## config.mk

```make
export PLATFORM = sky130hd
export DESIGN_NAME = pp_buffer_mgr
export DESIGN_NICKNAME = d
export VERILOG_FILES = /design/src/rtl/pp_pkg.sv /design/src/rtl/pp_ptr.sv /design/src/rtl/pp_ram.sv /design/src/rtl/pp_irq.sv /design/src/rtl/pp_buffer_mgr.sv
export SDC_FILE = /design/constraint.sdc
export NUM_CORES = 1
export LEC_CHECK = 0
export BUFFER_PORTS_ARGS = -buffer_cell sky130_fd_sc_hd__buf_4
export CORE_MARGIN = 10
export CORE_UTILIZATION = 45
export CTS_BUF_LIST = sky130_fd_sc_hd__clkbuf_4 sky130_fd_sc_hd__clkbuf_8
export CTS_CLUSTER_SIZE = 20
export DETAILED_ROUTE_END_ITERATION = 6
export GPL_ROUTABILITY_DRIVEN = 0
export SLEW_MARGIN = 10
export SYNTH_ARGS = -nofsm -noshare
export SYNTH_HDL_FRONTEND = slang
export SYNTH_SLANG_ARGS = --single-unit
```

## constraint.sdc

```tcl
create_clock -name clk_i -period 5.5 [get_ports clk_i]
set_input_delay 0.275 -clock clk_i [delete_from_list [all_inputs] [get_ports clk_i]]
set_output_delay 0.275 -clock clk_i [all_outputs]
set_load 0.05 [all_outputs]
```

## src/rtl/pp_pkg.sv

```systemverilog
package pp_pkg;
  localparam int unsigned NUM_LANES = 2;
  typedef enum logic {
    LANE_POL = 1'b0,
    LANE_DEC = 1'b1
  } lane_e;
endpackage

```

## src/rtl/pp_ptr.sv

```systemverilog
module pp_ptr #(
  parameter int unsigned DEPTH = 16,
  localparam int unsigned AW = $clog2(DEPTH)
) (
  input  logic          clk_i,
  input  logic          rst_ni,
  input  logic          en_i,
  input  logic          adv_i,
  output logic [AW-1:0] addr_o,
  output logic          evt_o,
  output logic          evt_upper_o
);
  localparam logic [AW-1:0] LAST_LO = AW'(DEPTH/2 - 1);
  localparam logic [AW-1:0] LAST_HI = AW'(DEPTH - 1);

  logic [AW-1:0] ptr_q;
  logic          step;

  assign step        = en_i & adv_i;
  assign addr_o      = ptr_q;
  assign evt_upper_o = step & (ptr_q == LAST_HI);
  assign evt_o       = step & ((ptr_q == LAST_LO) | (ptr_q == LAST_HI));

  always_ff @(posedge clk_i or negedge rst_ni) begin
    if (!rst_ni)         ptr_q <= '0;
    else if (!en_i)      ptr_q <= '0;
    else if (adv_i)      ptr_q <= (ptr_q == LAST_HI) ? '0 : ptr_q + AW'(1);
  end
endmodule

```

## src/rtl/pp_ram.sv

```systemverilog
module pp_ram #(
  parameter int unsigned DW    = 32,
  parameter int unsigned DEPTH = 16,
  localparam int unsigned AW = $clog2(DEPTH)
) (
  input  logic          clk_i,
  input  logic          rst_ni,
  input  logic          we_i,
  input  logic [AW-1:0] waddr_i,
  input  logic [DW-1:0] wdata_i,
  input  logic          re_i,
  input  logic [AW-1:0] raddr_i,
  output logic [DW-1:0] rdata_o
);
  logic [DW-1:0] mem [DEPTH];

  always_ff @(posedge clk_i) begin
    if (we_i) mem[waddr_i] <= wdata_i;
  end

  // read-first: same-cycle write is seen on the next read
  always_ff @(posedge clk_i or negedge rst_ni) begin
    if (!rst_ni)   rdata_o <= '0;
    else if (re_i) rdata_o <= mem[raddr_i];
  end
endmodule

```

## src/rtl/pp_irq.sv

```systemverilog
module pp_irq (
  input  logic clk_i,
  input  logic rst_ni,
  input  logic en_i,
  input  logic evt_i,
  input  logic evt_upper_i,
  input  logic clr_i,
  output logic irq_o,
  output logic half_o,
  output logic err_o
);
  always_ff @(posedge clk_i or negedge rst_ni) begin
    if (!rst_ni) begin
      irq_o  <= 1'b0;
      half_o <= 1'b0;
      err_o  <= 1'b0;
    end else if (!en_i) begin
      irq_o  <= 1'b0;
      half_o <= 1'b0;
      err_o  <= 1'b0;
    end else if (evt_i) begin
      // a new release beats a same-cycle clear
      if (irq_o && !clr_i) err_o <= 1'b1;
      irq_o  <= 1'b1;
      half_o <= evt_upper_i;
    end else if (clr_i) begin
      irq_o <= 1'b0;
    end
  end
endmodule

```

## src/rtl/pp_buffer_mgr.sv

```systemverilog
module pp_buffer_mgr
  import pp_pkg::*;
#(
  parameter int unsigned DW    = 32,
  parameter int unsigned DEPTH = 16,
  localparam int unsigned AW = $clog2(DEPTH)
) (
  input  logic          clk_i,
  input  logic          rst_ni,
  input  logic          enable_i,
  input  logic          adv_i,
  input  logic          irq_clr_i,
  input  logic          cpu_we_i,
  input  logic          cpu_lane_i,
  input  logic [AW-1:0] cpu_addr_i,
  input  logic [DW-1:0] cpu_wdata_i,
  output logic [DW-1:0] pol_data_o,
  output logic [DW-1:0] dec_data_o,
  output logic          valid_o,
  output logic          irq_o,
  output logic          half_o,
  output logic          err_o
);
  logic [AW-1:0] rd_addr;
  logic          evt, evt_upper, rd_en;
  logic [DW-1:0] lane_data [NUM_LANES];

  assign rd_en = enable_i & adv_i;

  pp_ptr #(.DEPTH(DEPTH)) i_ptr (
    .clk_i       (clk_i),
    .rst_ni      (rst_ni),
    .en_i        (enable_i),
    .adv_i       (adv_i),
    .addr_o      (rd_addr),
    .evt_o       (evt),
    .evt_upper_o (evt_upper)
  );

  for (genvar g = 0; g < NUM_LANES; g++) begin : g_lane
    logic lane_we;
    assign lane_we = cpu_we_i & (cpu_lane_i == 1'(g));
    pp_ram #(.DW(DW), .DEPTH(DEPTH)) i_ram (
      .clk_i   (clk_i),
      .rst_ni  (rst_ni),
      .we_i    (lane_we),
      .waddr_i (cpu_addr_i),
      .wdata_i (cpu_wdata_i),
      .re_i    (rd_en),
      .raddr_i (rd_addr),
      .rdata_o (lane_data[g])
    );
  end

  assign pol_data_o = lane_data[int'(LANE_POL)];
  assign dec_data_o = lane_data[int'(LANE_DEC)];

  pp_irq i_irq (
    .clk_i       (clk_i),
    .rst_ni      (rst_ni),
    .en_i        (enable_i),
    .evt_i       (evt),
    .evt_upper_i (evt_upper),
    .clr_i       (irq_clr_i),
    .irq_o       (irq_o),
    .half_o      (half_o),
    .err_o       (err_o)
  );

  always_ff @(posedge clk_i or negedge rst_ni) begin
    if (!rst_ni) valid_o <= 1'b0;
    else         valid_o <= rd_en;
  end
endmodule

```

==> results.md <==
- Commonest non-fill, non-tap cell in the layout: edfxtp_1
- CTS clock-pin slew for the worst setup and hold paths: roughly 60 ps
- Syn nets: 2,105
- RSZ-0062 raised after global routing: no
- Synth cell types: 29
- Setup bufs post-CTS: 0
- Worst-skew pair later-pin latency: roughly 810 ps
- IO Pins: ~110
- Slew HR: between 20% and 30%
- Number of global-route vias before repair: ~22,000
- Initial core utilization: between 40% and 50%
- Fill count: 7,285
- Mapped Cells: ~2,100
- Port Buffers: 110
- Xor/xnor cell area share of the yosys netlist: less than 1%
- Wire per inst: ~30 µm
- Pwr per Cell Area: ~370 nW/µm²
- Synth Area in Compound Gates: 5.07%
- Final Core Density: a little over half
- Overall global routing resource usage: around a fifth
- Final setup viols: 0
- Worst-Margin Slew: between 1000 and 1500 ps
- Critical Path Fanout Max: 50
- Synth top area cells: edfxtp_1 (74%), mux4_2 (7.1%), mux2i_1 (6.2%)
- Htree depth: 4
- CP endpoint kind: flop
- First-pass GRT wire length: 154,000 µm
- Max cap viols: 0
- Post-Syn Area: between 40,000 and 50,000 µm²
- Final Power: between 15,000 and 20,000 µW
- Fin. max-slew vios: 0
- Die Ht: 323 µm
- Pleak: ~0.015 µW
- Critical path class: flop to flop
- Layout cell share with drive strength beyond 1: ~25%
- # clock sinks: ~1,100
- Multiplexer area fraction after synthesis: between 10% and 20%
- Yosys reg bits: 1,096
- Post-cts repair resize count: 0
- Syn avg cell area: about 20 µm²
- Core area: between 90,000 and 100,000 µm²
- Ys flop type: edfxtp_1
- Area growth syn-to-layout: 15.4%
- Startpoint Class: flop
- Async set-reset flop share out of synthesis: under 10%
- Die W: between 300 and 400 µm
- CTS tree: yes
- Starting DRT DRC Count: ~2,400
- Setup TNS Final: 0 ps
- DP HPWL: ~56,000 µm
- Die area: between 100,000 and 150,000 µm²
- Detail Route Antenna Nets: 0
- Skew final: roughly 22 ps
- Num CTS Buffers: between 150 and 200
- Max VDD drop: between 0.2 and 0.25 mV
- Max Freq: approximately 0.32 GHz
- Largest net degree at the start of global routing: 117
- Most frequent cells in the layout: edfxtp_1 (1,024), mux2i_1 (254), clkbuf_8 (189)
- Period Utilization, post-route: 56.1%
- Crit path DAT: 3830 ps
- TritonRoute pass-1 iters: 7
- Final WL: between 100,000 and 150,000 µm
- Post-synthesis adder-cell area fraction: 0.0303%
- Area occupied by multi-input gates: around 8400 µm²
- Post-Synth Simple-Gate Area: around 1.3%
- YS warnings: 0
- Post-route minimum period: between 3000 and 4000 ps
- Clock Tree Root: clkbuf_8
- CP required: ~6200 ps
- Post-synthesis sequential area ratio: a little under 80%
- Initial antenna violation count: 9
- Layout Nets: between 2,000 and 2,500
- Vias per cell: 5.88
- Share of the synthesized area in the top cell type: 74.4%
- EDFF count, synth: a little over 1,000
- Total number of vias: ~21,000
- Core Rows: around 110
- Sequential cell area: around 33,000 µm²
- Combinational family with the most area after synthesis: multiplexers
- Outcome: complete, no violations
- Hold Fails Final Rpt: 0
- Yosys top cell by area: edfxtp_1
- Class of the worst hold path: input port to async pin
- Total gr overflow: 0
- # DRC: 0
- Clk buf depth: 3
## metrics by stage
| stage | setup WS, ps | cell area, µm² | hold slack, ps | cells |
|---|---|---|---|---|
| after detailed placement | 2500 | 43800 | 389 | 3285 |
| final | 2410 | 47700 | 104 | 3644 |
| after floorplan | 2970 | 41300 | -20.6 | 2061 |
| after CTS | 2320 | 47700 | 38.8 | 3640 |
| after global placement | 2520 | 43800 | 383 | 3285 |
| after global routing | 2160 | 47700 | 109 | 3642 |
## synth_stat cells, types with 2 or more instances
| master | number |
|---|---|
| o21ai_0 | 65 |
| edfxtp_1 | 1024 |
| buf_6 | 4 |
| buf_4 | 15 |
| buf_1 | 2 |
| nand4_1 | 2 |
| nand3_1 | 6 |
| a21oi_1 | 128 |
| and2_1 | 4 |
| o221ai_1 | 63 |
| dfrtp_1 | 72 |
| nand2b_1 | 3 |
| mux2i_1 | 254 |
| mux4_2 | 131 |
| buf_2 | 37 |
| nand2_1 | 6 |
| nor2b_1 | 8 |
| clkbuf_1 | 68 |
| a221oi_1 | 63 |
| nor2_1 | 97 |
## power by group
part	leakage, µW	switching, µW	total, µW	internal (µW)
sequential	0.0100	153	9440	9280
clock	0.00182	3140	6860	3720
combinational	0.00314	809	1210	402
total	0.0150	4100	17500	13400
## logic make-up after synthesis
group | count (synthesis)
xor+xnor | 1
buf+inv | 127
fa+ha+maj | 1
simple gates | 128
mux | 386
flops | 1096
compound gates | 322
## repair_timing
item,4_1_cts,5_1_grt
hold buffers,37,0
endpoints found under the hold margin,1075,0
endpoints found under the setup margin,0,0
## flip-flops by register name, indices dropped and copies added (netlist names)
signal / count
i_irq.half_o: 1
g_lane.i_ram.mem: 1024
i_ptr.addr_o: 4
valid_o: 1
i_irq.irq_o: 1
i_irq.err_o: 1
g_lane.i_ram.rdata_o: 64
## critical path, stage by stage (launching register included)
cell and delay (ps):
dfrtp_4 940, buf_4 760, ha_1 360, nand3_1 150, nor2_1 150, o21a_1 110
dlygate4sd3_1 530
## area by class of cell
class | instances | area share [%]
flip-flops and latches | 1096 | 68.3
multi-input cells | 838 | 17.7
repair buffers | 201 | 3.54
diodes | 4 | 0.0210
clock inverters | 69 | 0.913
clock buffers | 249 | 6.40
inverters | 1 | 0.00787
well taps | 1186 | 3.11
## metal layers
metal / wire length (µm) / global-route usage, % / up-vias
li1: - / - / 9020
met1: 45700 / 28.6 / 11400
met2: 49500 / 31.4 / 862
met3: 8960 / 5.45 / 172
met4: 2420 / 6.22 / 6
met5: 34 / 0 / -
## path summary, 6_finish.rpt
path	startpoint	end	slack (ps)	depth (start not counted)
setup reg to reg	i_ptr.addr_o[0]	i_irq.err_o	2410	6
hold / removal	rst_ni	g_lane[1].i_ram.rdata_o[23]	100	2
setup / recovery	i_ptr.addr_o[0]	i_irq.err_o	2410	6
max in group asynchronous	rst_ni	i_ptr.addr_o[1]	4120	3
hold reg to reg	g_lane[1].i_ram.rdata_o[22]	g_lane[1].i_ram.rdata_o[22]	540	2
min in group clk_i	enable_i	i_ptr.addr_o[3]	300	3
Note: power is estimated with default switching activity, not from simulation.
